<file path="src/rtl/fcsr_pkg.sv">
package fcsr_pkg;
  localparam int CSR_W    = 32;
  localparam int RM_LSB   = 8;
  localparam int RM_W     = 2;
  localparam int RMC_W    = 3;
  localparam int VIEW_CNT = 4;

  typedef logic [CSR_W-1:0] csr_word_t;

  localparam csr_word_t MASK_FULL   = 32'hFFFF_FFFF;
  localparam csr_word_t MASK_ENABLE = 32'h0000_001F;
  localparam csr_word_t MASK_FLAGS  = 32'h1F1F_0000;
  localparam csr_word_t MASK_RMODE  = 32'h0000_0300;

  typedef enum logic [RMC_W-1:0] {
    RMC_NEAR_EVEN = 3'b000,
    RMC_DOWN      = 3'b001,
    RMC_UP        = 3'b010,
    RMC_ZERO      = 3'b011
  } rm_code_e;

  function automatic csr_word_t view_mask(input int unsigned idx);
    case (idx)
      0:       return MASK_FULL;
      1:       return MASK_ENABLE;
      2:       return MASK_FLAGS;
      3:       return MASK_RMODE;
      default: return '0;
    endcase
  endfunction

  function automatic rm_code_e map_rm(input logic [RM_W-1:0] fld);
    case (fld)
      2'd0:    return RMC_NEAR_EVEN;
      2'd1:    return RMC_ZERO;
      2'd2:    return RMC_UP;
      default: return RMC_DOWN;
    endcase
  endfunction
endpackage

</file>
<file path="src/rtl/fcsr_view_decode.sv">
module fcsr_view_decode
  import fcsr_pkg::*;
#(
  parameter int IDX_W = 5
) (
  input  logic [IDX_W-1:0] idx,
  output csr_word_t        mask,
  output logic             legal,
  output logic             touches_rm
);
  localparam int LEGAL_MAX = VIEW_CNT - 1;

  csr_word_t table_q [VIEW_CNT];

  for (genvar v = 0; v < VIEW_CNT; v++) begin : g_tab
    assign table_q[v] = view_mask(v);
  end

  always_comb begin
    legal      = (int'(idx) <= LEGAL_MAX);
    mask       = '0;
    for (int v = 0; v < VIEW_CNT; v++) begin
      if (int'(idx) == v) mask = table_q[v];
    end
    touches_rm = legal && ((mask & MASK_RMODE) != '0);
  end
endmodule

</file>
<file path="src/rtl/fcsr_merge.sv">
module fcsr_merge
  import fcsr_pkg::*;
(
  input  csr_word_t old_word,
  input  csr_word_t src_word,
  input  csr_word_t mask,
  output csr_word_t new_word
);
  always_comb new_word = (old_word & ~mask) | (src_word & mask);
endmodule

</file>
<file path="src/rtl/fcsr_rm_stage.sv">
module fcsr_rm_stage
  import fcsr_pkg::*;
(
  input  logic             clk,
  input  logic             rst_n,
  input  logic             push,
  input  logic [RM_W-1:0]  next_field,
  output logic [RMC_W-1:0] code,
  output logic             strobe
);
  rm_code_e code_q;

  always_ff @(posedge clk) begin
    if (!rst_n) begin
      code_q <= RMC_NEAR_EVEN;
      strobe <= 1'b0;
    end else begin
      strobe <= push;
      if (push) code_q <= map_rm(next_field);
    end
  end

  assign code = code_q;
endmodule

</file>
<file path="src/rtl/fcsr_regfile.sv">
module fcsr_regfile
  import fcsr_pkg::*;
#(
  parameter int DATA_W = 64,
  parameter int IDX_W  = 5
) (
  input  logic              clk,
  input  logic              rst_n,
  input  logic              wr_valid,
  output logic              wr_ready,
  input  logic [IDX_W-1:0]  wr_view,
  input  logic [DATA_W-1:0] wr_data,
  input  logic [IDX_W-1:0]  rd_view,
  output logic [DATA_W-1:0] rd_data,
  output logic [RM_W-1:0]   rm_field,
  output logic [RMC_W-1:0]  rm_code,
  output logic              rm_update
);
  localparam int EXT_W = DATA_W - CSR_W;

  csr_word_t csr_q, csr_next, wr_mask, rd_mask, rd_word;
  logic      wr_legal, wr_rm, rd_legal, rd_rm, wr_fire;
  logic      unused_bits;

  assign wr_ready    = 1'b1;
  assign wr_fire     = wr_valid && wr_ready && wr_legal;
  assign unused_bits = ^{wr_data[DATA_W-1:CSR_W], rd_legal, rd_rm};

  fcsr_view_decode #(.IDX_W(IDX_W)) u_wr_dec (
    .idx(wr_view), .mask(wr_mask), .legal(wr_legal), .touches_rm(wr_rm)
  );

  fcsr_view_decode #(.IDX_W(IDX_W)) u_rd_dec (
    .idx(rd_view), .mask(rd_mask), .legal(rd_legal), .touches_rm(rd_rm)
  );

  fcsr_merge u_merge (
    .old_word(csr_q), .src_word(wr_data[CSR_W-1:0]),
    .mask(wr_mask), .new_word(csr_next)
  );

  always_ff @(posedge clk) begin
    if (!rst_n)       csr_q <= '0;
    else if (wr_fire) csr_q <= csr_next;
  end

  fcsr_rm_stage u_rm (
    .clk(clk), .rst_n(rst_n), .push(wr_fire && wr_rm),
    .next_field(csr_next[RM_LSB +: RM_W]),
    .code(rm_code), .strobe(rm_update)
  );

  assign rd_word  = csr_q & rd_mask;
  assign rd_data  = {{EXT_W{rd_word[CSR_W-1]}}, rd_word};
  assign rm_field = csr_q[RM_LSB +: RM_W];
endmodule

</file>
<file path="config.mk">
export PLATFORM = sky130hd
export DESIGN_NAME = fcsr_regfile
export DESIGN_NICKNAME = d
export VERILOG_FILES = /design/src/rtl/fcsr_pkg.sv /design/src/rtl/fcsr_view_decode.sv /design/src/rtl/fcsr_merge.sv /design/src/rtl/fcsr_rm_stage.sv /design/src/rtl/fcsr_regfile.sv
export SDC_FILE = /design/constraint.sdc
export NUM_CORES = 1
export LEC_CHECK = 0
export BUFFER_PORTS_ARGS = -buffer_cell sky130_fd_sc_hd__buf_2
export CAP_MARGIN = 20
export CORE_AREA = 2 2 84 86
export DETAILED_ROUTE_END_ITERATION = 8
export DIE_AREA = 0 0 86 88
export PLACE_DENSITY_LB_ADDON = 0.3
export SLEW_MARGIN = 20
export SYNTH_ARGS = -nofsm -noshare
export SYNTH_HDL_FRONTEND = slang
export SYNTH_SLANG_ARGS = --single-unit
</file>
<file path="constraint.sdc">
create_clock -name clk -period 2.9 [get_ports clk]
set_input_delay 0.58 -clock clk [delete_from_list [all_inputs] [get_ports clk]]
set_output_delay 0.58 -clock clk [all_outputs]
set_load 0.05 [all_outputs]
</file>
# ---- After elaboration in Yosys (flattened, before gate mapping)
# Cells that the tools add are included.
dict set report word_totals {
  ff_bits 36
  latchBits 0
  ram_bits 0
  rom_bits 0
  inputBits 77
  output_inout_bits 71
  elab_cells 33
  memories 0
}
dict set report classes {
  addsub 0
  n_mul 0
  n_div 0
  magnitude_cmp 1
  eq_ne 8
  shift 0
  muxes 9
  n_bitwise 5
  reduce_logical 7
}
# operator count
set ops {}
lappend ops {{32-bit two-way mux} 8}
lappend ops {{32-bit bitwise AND} 3}
lappend ops {{32-bit inverter} 1}
lappend ops {{32-bit OR} 1}
lappend ops {{32-bit nonzero test} 1}
lappend ops {{5-bit by 3-bit equality test with 1-bit output, second input constant} 4}
lappend ops {{5-bit by 2-bit equality test with 1-bit output, second input constant} 2}
lappend ops {{5-bit zero test} 2}
lappend ops {{2-bit one-hot mux with 3 select lines} 1}
lappend ops {{5-bit by 2-bit less-or-equal comparator with 1-bit output, second input constant} 1}
lappend ops {{1-bit logical AND} 3}
lappend ops {{2-bit by 1-bit equality test with 1-bit output, second input constant} 1}
lappend ops {{2-bit equality test, second input constant} 1}
lappend ops {{2-bit zero test} 1}

# ---- Longest topological paths before layout
# Gate-level depths: netlist of run 1.
dict set report logic_depth {
  word_depth 10
  depth_mapped 5
  ltp_nobuf 3
}

# ---- By module
# Synthesis of run 1 repeated with hierarchy kept, for this count alone.
dict set report hier_totals {
  cells_unflattened 336
  area_unflattened_um2 2990.4
}
# module n_inst cells_per_inst area_each_um2 seq_area_each_um2
set modules_own_cells {}
lappend modules_own_cells {fcsr_regfile 1 216 1858.0 640.6}
lappend modules_own_cells {fcsr_view_decode 2 37 259.0 0.0}
lappend modules_own_cells {fcsr_merge 1 32 480.5 0.0}
lappend modules_own_cells {fcsr_rm_stage 1 14 133.9 60.1}

# ---- Least setup slack after synthesis of run 1
# OpenSTA, ideal clock, no wires.
dict set report synth_path {
  path_type {input -> output}
  from {input rd_view[0]}
  to {output rd_data[32]}
  t_arrival_ns 2.471
  required_ns 2.320
  slack_ns -0.151
  cell_stages 4
  n_path_buf 1
  cell_sequence {nor4_1 nor2b_1 and2_1 buf_4}
}
dict set report synth_between {
  elab_chain_len 6
  elab_cells_between_ends 9
  cone_classes {3 x eq/ne; 4 x mux; 1 x bitwise; 1 x reduce/logical}
}
# element line
set synth_lines {}
lappend synth_lines {{start: declaration} fcsr_regfile.sv:13} ;# input logic [IDX_W-1:0] rd_view,
lappend synth_lines {{5-bit zero test} fcsr_view_decode.sv:23} ;# if (int'(idx) == v) mask = table_q[v];
lappend synth_lines {{32-bit two-way mux (3 in series)} fcsr_view_decode.sv:23}
lappend synth_lines {{32-bit two-way mux (*)} fcsr_view_decode.sv:23}
lappend synth_lines {{32-bit bitwise AND (*)} fcsr_regfile.sv:53} ;# assign rd_word = csr_q & rd_mask;
lappend synth_lines {{end: declaration} fcsr_regfile.sv:14} ;# output logic [DATA_W-1:0] rd_data,
# Mark *: on every way between the ends. The rest lies on a longest branch, timed or not.

# ---- Worst setup path in the final report of run 1
dict set report layout_path {
  from {input rd_view[0]}
  to {output rd_data[30]}
}
# Same word-level chain as after synthesis.

==> flow_metrics.tcl, run 1 <==
set metrics [dict create \
    status "complete, no violations" \
    ir_drop_mv 0.1709 \
    cts_tree "yes" \
    track_usage 0.1130 \
    fin_skew_ns 0 \
    fp.dieH_um 88 \
    worstSetupEndpointType "output port" \
    n_antenna_cell 0 \
    hold_path_class "register to register" \
    switching_share 0.2659 \
    core_area_mm2 0.006644 \
    reg2reg_from "u_rm.code[1]$_SDFFE_PN0P_" \
    drt_drc_violations_left 0 \
    grt_pass1_vias 1443 \
    place.gp.congestion 0.6698 \
    ant_nets 0 \
    rows 30 \
    synth_seq_cells 35 \
    critical_path.cell_chain "buf_2, nor4_1, nor2b_1, buf_4, and2_1, buf_2" \
    fin_crit_sh 0.8925 \
    placed_cells 381 \
    fill_cells 704 \
    period_needed_ns 2.588 \
    grt_pass1_wl_mm 6.686 \
    rsz0062_at_grt "no" \
    holdBufCountCts 0 \
    finalHoldViolations 0 \
    cts_resized 0 \
    grt_max_degree 68 \
    post-route-util 0.3621 \
    avgSynthCellArea_um2 8.394 \
    ios 148 \
    vias 1649 \
    fin_setup_tns_ns 0 \
    max-slew-margin-rel 0.5005 \
    cts-root-buf "clkbuf_8" \
    wl_mm 4.298 \
    die_area_mm2 0.007568 \
    place_ws_ns 0.1490 \
    max_cap_viol_count 0 \
    antenna_found_initial 0 \
    worstSetupPathType "input pin to output port" \
    cp-start-kind "input pin" \
    finalNetCount 385 \
    drive_above_1_share 0.4207 \
    totalPowerFinal_w 0.0009471 \
    fmax_mhz 386.3 \
    htree_levels 2 \
    io_buffers 113 \
    synth_area_mm2 0.001931 \
    synthCells 230 \
    p_comb_frac 0.098 \
    fp.dieW_um 86 \
    yosysSeqAreaShare 0.3629 \
    slowest_stage "nor4_1" \
    setup_ws_ns 0.3116 \
    final_common_cell "buf_2" \
    cts.reportedPaths.clkPinSlew_ns 0.09 \
    max_stage_delay_ns 0.42 \
    crit_path_start "rd_view[0]" \
    wire_per_inst_um 11.05 \
    power-per-cell-area_mw_per_mm2 393.6 \
    cts_sinks 35 \
    layout_common_cells "buf_2 (113), nand2_1 (64), dfxtp_1 (35), and2_1 (32), mux2i_1 (31)" \
    dp_hpwl_mm 3.137 \
    yosysWarningCount 0 \
    cp_common_cell "buf_2" \
    cp.required_ns 2.32 \
    initial_core_util 0.2906 \
    critPathArrivalTime_ns 2.01 \
    drtIter0Drc 29 \
    drt_first_pass_iters 4 \
    finalSetupViolations 0 \
    p_int_w 0.0006952 \
    cts_buffer_depth 2 \
    area_delta_synth_final_pct 24.63 \
    drv_slew 0 \
    clk_latency_ns 0.29 \
    finalNonFillerCells 389 \
    switching_power_w 0.0002519 \
    synth_nets 307 \
    grt_remaining_overflow 0 \
    ys_types 24 \
    via_per_inst 4.239 \
    worstMarginPinSlew_ns 0.7389 \
    power_frac_clock 0.387 \
    pwr-share-seq 0.515 \
    critPathMaxFanout 14 \
    post-cts-setup-buffers 0 \
    cts_buffers 5 \
    p_leak_nw 1.221 \
]
==> synth_stat cells (all sizes together) <==
cell    instances  area share
and2           33        0.11
and3            1      0.0032
buf            40        0.15
clkbuf          7       0.014
conb            2      0.0039
dfxtp          35        0.36
mux2i          31        0.16
nand2          64        0.12
nand3           1      0.0026
nand4           1      0.0032
nor2            2      0.0091
nor2b           1      0.0032
nor3            1      0.0084
nor4            3      0.0097
nor4b           1      0.0045
o211a           1      0.0052
o21ai           2      0.0052
or4b            1      0.0052
xnor2           2      0.0091
xor2            1      0.0045
==> cell type report <==
cell class / instances / area [µm²] / share of cell area
clock buffers: 5 / 68.82 / 0.02860
clock inverters: 3 / 25.02 / 0.01040
multi-input cells: 148 / 908.4 / 0.3775
flip-flops and latches: 35 / 700.7 / 0.2912
well taps: 80 / 100.1 / 0.04160
repair buffers: 118 / 603.1 / 0.2506
==> through the flow <==
stage / hold WS (ns) / cell area [µm²]
after floorplan: 0.4301 / 1932
after global placement: 0.4379 / 2311
after detailed placement: 0.4456 / 2311
after CTS: 0.4584 / 2405
after global routing: 0.4723 / 2406
final: 0.4538 / 2406
==> power by group through the flow <==
stage | clock network (W) | logic (W) | registers, W
2_1_floorplan | 0 | 0.0000499 | 0.000501
3_3_place_gp | 0 | 0.0000929 | 0.000499
3_5_place_dp | 0 | 0.0000941 | 0.000499
4_1_cts | 0.000385 | 0.0000945 | 0.000488
5_1_grt | 0.000405 | 0.000105 | 0.000489
6_report | 0.000367 | 0.0000927 | 0.000488
==> logic make-up after synthesis <==
group,after synthesis,synth area share
multiplexers,31,0.1607
AND/OR/NAND/NOR,109,0.2806
buffers and inverters,47,0.1679
other,2,0.003890
AO/OA/AOI/OAI,3,0.01037
XOR/XNOR,3,0.01361
flip-flops,35,0.3629
==> worst max-delay path, delay by kind of cell <==
| family | cells | cell delay, ns |
|---|---|---|
| buffers and inverters | 3 | 0.60 |
| and+or+nand+nor | 3 | 0.83 |
==> final timing paths <==
check	slack (ns)	endpoint	cells past startpoint
min	0.45	register	2
min reg2reg	0.45	register	2
max	0.31	rd_data[30]	6
max reg2reg	2.28	u_rm.code[1]$_SDFFE_PN0P_	1
==> layer usage <==
metal  GRT usage  wire length [µm]  vias to the layer above
li1            -                 -                      850
met1      0.1420              1991                      711
met2      0.1741              1756                       82
met3     0.05372               511                        6
met4     0.03030                38                        0
met5           0                 0                        -
No activity file was read; power rests on OpenSTA's default activity.
==> inputs of run 2 (changes only) <==
Settings changed: ABC_AREA from default to 1, CORE_AREA 2 2 84 86 to 2 2 82 84, DIE_AREA 0 0 86 88 to 0 0 84 86.
==> flow_metrics.tcl, run 2 <==
set metrics [dict create \
    yosysWarningCount 0 \
    core_area_mm2 0.006277 \
    synth_most_common_cell "inv_1" \
    rsz0062_at_grt "no" \
    fill_cells 688 \
    yosysSeqAreaShare 0.3779 \
    synth_seq_cells 35 \
    grt_pass1_wl_mm 6.527 \
    switching_share 0.2336 \
    die_area_mm2 0.007224 \
    status "complete, no violations" \
    switching_power_w 0.0002267 \
    period_needed_ns 2.470 \
    fp.dieW_um 84 \
    async_flop_share 0 \
    drt_drc_violations_left 0 \
    post-cts-setup-buffers 0 \
    synth.area.top_cells "dfxtp_1 (38%), buf_4 (15%), a21oi_1 (8.9%)" \
    rows 29 \
    wire_per_inst_um 9.749 \
    yosysTopAreaCell "dfxtp_1" \
    critical_path.cell_chain "buf_2, nor2_1, nand2_1, nor2_1, nand2_1, nor2_4, buf_2" \
    area_delta_synth_final_pct 24.83 \
    synth_nets 340 \
    drv_slew 0 \
    fp.dieH_um 86 \
    fin_hold_ws_ns 0.4528 \
    p_comb_frac 0.103 \
    critPathBufInv 2 \
    initial_core_util 0.2954 \
    max-slew-margin-rel 0.5697 \
    ys_top_cells_by_count "inv_1 (43), buf_4 (36), nor2_1 (36)" \
    fin_setup_tns_ns 0 \
    drtIter0Drc 73 \
    cts.reportedPaths.clkPinSlew_ns 0.07 \
    avgSynthCellArea_um2 7.050 \
    cts_resized 0 \
    worstMarginPinSlew_ns 0.6439 \
    cts_buffer_depth 2 \
    grt_remaining_overflow 0 \
    via_per_inst 4.275 \
    slowest_stage "nor2_4" \
    finalSetupViolations 0 \
    layout_common_cells "buf_2 (113), inv_1 (43), nor2_1 (35), dfxtp_1 (35), a21oi_1 (33)" \
    cts-root-buf "clkbuf_8" \
    synth_area_mm2 0.001854 \
    dp_hpwl_mm 3.124 \
    drive_above_1_share 0.3959 \
    max_cap_viol_count 0 \
    vias 1787 \
    n_antenna_cell 0 \
    fmax_mhz 404.9 \
    cts_buffers 5 \
    power-per-cell-area_mw_per_mm2 419.2 \
    critPathTopFamily "simple AND/OR/NAND/NOR gates" \
    grt_max_degree 34 \
    ir_drop_mv 0.2300 \
    yosysTopAreaCellShare 0.3779 \
    cts_tree "yes" \
    max_stage_delay_ns 0.39 \
    p_leak_nw 1.197 \
    holdBufCountCts 0 \
    cts_sinks 35 \
    critPathArrivalTime_ns 1.89 \
    power_frac_clock 0.391 \
    worstSetupPathType "input pin to output port" \
    finalHoldViolations 0 \
    ys_types 22 \
    fin_skew_ns 0.0003661 \
    track_usage 0.1095 \
    pwr-share-seq 0.506 \
    place.gp.congestion 0.8141 \
    ios 148 \
    synthCells 263 \
    cp.required_ns 2.32 \
    grt_pass1_vias 1517 \
    worstSetupEndpointType "output port" \
    wl_mm 4.075 \
    critPathMaxFanout 33 \
    p_int_w 0.0007435 \
    htree_levels 2 \
    drt_first_pass_iters 4 \
    finalNetCount 417 \
    io_buffers 113 \
    final_common_cell "buf_2" \
    fin_crit_sh 0.8517 \
    ant_nets 0 \
    clk_latency_ns 0.27 \
    synth-edff-count 0 \
    rrSetupSlack_ns 2.05 \
    antenna_found_initial 0 \
    cp-start-kind "input pin" \
    hold_path_class "register to register" \
    synth_flop_cell "dfxtp_1" \
]
[run 2: layout make-up]
class | instances | area (µm²) | share of cell area
Sequential cell | 35 | 700.7 | 0.3027
Clock buffer | 8 | 100.1 | 0.04324
Tap cell | 77 | 96.34 | 0.04162
Timing Repair Buffer | 115 | 580.6 | 0.2508
Inverter | 46 | 172.7 | 0.07459
Multi-Input combinational cell | 137 | 664.4 | 0.2870
[run 2: cell families after synthesis]
logic type | Yosys count | share of synthesized area
simple gates | 68 | 0.1694
buf+inv | 91 | 0.2679
other cells | 2 | 0.004050
flops | 35 | 0.3779
compound gates | 67 | 0.1808
[run 2: stage by stage]
step                      power [W]  instances  utilization  instance area [µm²]  setup WS [ns]
after floorplan           0.0005642        263            -                 1862         0.3386
after global placement    0.0006007        410       0.3528                 2215         0.4116
after detailed placement  0.0006025        410       0.3528                 2215         0.3738
after CTS                 0.0009914        418       0.3687                 2315         0.3724
after global routing       0.001024        418       0.3687                 2315         0.2385
final                     0.0009702        418       0.3687                 2315         0.4302
[run 2: worst min-delay path, cell delays in order (launching register included)]
cell and delay (ns):
dfxtp_1 0.30, inv_1 0.06, a21oi_1 0.05
[run 2: final timing paths]
check                                      startpoint  cells past startpoint                        end
worst max-delay path                       rd_view[3]                      7                rd_data[41]
worst min-delay path                         register                      2                   register
worst max register to register  csr_q[8]$_SDFFE_PN0P_                      7  u_rm.code[1]$_SDFFE_PN0P_
worst min register to register               register                      2                   register
[run 2: routing by layer]
metal	vias up	GRT usage	part of all wire
met4	0	0.03079	0.0037
met1	775	0.1275	0.44
met5	-	0	0
li1	932	-	-
met3	2	0.03850	0.091
met2	78	0.1913	0.46
[run 2: power groups by stage]
stage / clock network, W / registers (W) / logic (W)
final: 0.000379 / 0.000491 / 0.0000996
after CTS: 0.000400 / 0.000491 / 0.000100
after detailed placement: 0 / 0.000502 / 0.000100
after floorplan: 0 / 0.000502 / 0.0000619
after global routing: 0.000420 / 0.000492 / 0.000112
after global placement: 0 / 0.000502 / 0.0000987
==> inputs of run 3 (changes only) <==
Settings changed: PLACE_DENSITY_LB_ADDON 0.3 to 0.08.
==> flow_metrics.tcl, run 3 (synthesized netlist as in run 2, its figures left out) <==
set metrics [dict create \
    ir_drop_mv 0.1932 \
    power-per-cell-area_mw_per_mm2 469.5 \
    cts_buffers 5 \
    reg2reg_from "csr_q[9]$_SDFFE_PN0P_" \
    place.gp.congestion 0.7823 \
    grt_remaining_overflow 0 \
    cts-root-buf "clkbuf_8" \
    fin_setup_tns_ns 0 \
    finalSetupViolations 0 \
    max-slew-margin-rel 0.5809 \
    reg2regPathDepth 7 \
    io_buffers 113 \
    drtIter0Drc 59 \
    vias 1740 \
    layout_common_cells "buf_2 (113), inv_1 (43), nor2_1 (35), dfxtp_1 (35), a21oi_1 (33)" \
    fin_crit_sh 0.8249 \
    worstSetupPathType "input pin to output port" \
    period_needed_ns 2.392 \
    fin_skew_ns 0.0003313 \
    worstMarginPinSlew_ns 0.6272 \
    drt_drc_violations_left 0 \
    track_usage 0.1181 \
    post-route-util 0.3763 \
    grt_max_degree 34 \
    rrSetupSlack_ns 2.04 \
    fp.dieH_um 86 \
    cts_tree "yes" \
    drv_slew 0 \
    rsz0062_at_grt "no" \
    p_leak_nw 1.221 \
    timing.rr.end "u_rm.code[1]$_SDFFE_PN0P_" \
    critPathArrivalTime_ns 1.81 \
    wire_per_inst_um 9.983 \
    rows 29 \
    cts_resized 0 \
    finalHoldViolations 0 \
    drive_above_1_share 0.3994 \
    holdBufCountCts 0 \
    cts_sinks 35 \
    hold_path_class "register to register" \
    core_area_mm2 0.006277 \
    crit_path_start "rd_view[3]" \
    drt_first_pass_iters 4 \
    ant_nets 0 \
    dp_hpwl_mm 3.158 \
    grt_pass1_vias 1511 \
    ios 148 \
    totalPowerFinal_w 0.001109 \
    die_area_mm2 0.007224 \
    fp.dieW_um 84 \
    cts.reportedPaths.clkPinSlew_ns 0.06 \
    cp.required_ns 2.32 \
    post-cts-setup-buffers 0 \
    max_cap_viol_count 0 \
    critPathMaxFanout 33 \
    via_per_inst 4.143 \
    fmax_mhz 418.0 \
    antenna_found_initial 0 \
    wl_mm 4.193 \
    finalNetCount 419 \
    status "complete, no violations" \
    initial_core_util 0.2954 \
    area_delta_synth_final_pct 27.40 \
    cts_buffer_depth 2 \
    n_antenna_cell 0 \
    cp-start-kind "input pin" \
    worstSetupEndpointType "output port" \
    final_common_cell "buf_2" \
    grt_pass1_wl_mm 6.810 \
    htree_levels 2 \
    clk_latency_ns 0.28 \
    critPathCapture "rd_data[43]" \
]
run 3: changes by cell type in the layout (fill, tap and decap cells not counted), sizes merged:
cell and change:
buf +2, bufinv +2, clkbuf -2
run 3: layer usage:
layer	part of all wire	GRT usage	vias to the layer above	wire (µm)
li1	-	-	932	-
met1	0.45	0.1443	727	1866
met2	0.45	0.1935	75	1895
met3	0.087	0.03754	6	363
met4	0.016	0.04839	0	67
met5	0	0	-	0
run 3: worst max-delay path, cell delays in order:
cell and delay [ns]:
buf_2 0.09, nor2_1 0.12, nand2_1 0.08, nor2_1 0.12, nand2_1 0.17, nor2_4 0.11, buf_4 0.24, buf_2 0.30
run 3: worst min-delay path by stage:
stage,start,to,depth (start not counted)
after floorplan,register,register,2
after global placement,register,register,2
after detailed placement,register,register,2
after CTS,register,register,2
after global routing,register,register,2
final,register,register,2
run 3: area by class of cell:
class	instances	area, µm²
flip-flops and latches	35	700.7
inverters	46	172.7
clock buffers	6	72.57
multi-input cells	137	664.4
repair buffers	117	595.6
clock inverters	2	60.06
fillers	724	3915
well taps	77	96.34
run 3: power breakdown:
group          internal, W  switching, W  leakage (nW)   total, W
Sequential        0.000489    0.00000223         0.283   0.000491
Clock             0.000344      0.000176        0.0654   0.000519
Combinational    0.0000381     0.0000609         0.872  0.0000989
run 3: through the flow:
step | cell area (µm²) | setup WS (ns) | instances | hold slack [ns]
after floorplan | 1862 | 0.3386 | 263 | 0.4301
after detailed placement | 2230 | 0.4781 | 412 | 0.4477
after global routing | 2362 | 0.2847 | 420 | 0.4669
after global placement | 2230 | 0.4934 | 412 | 0.4419
after CTS | 2362 | 0.4743 | 420 | 0.4593
final | 2362 | 0.5077 | 420 | 0.4531
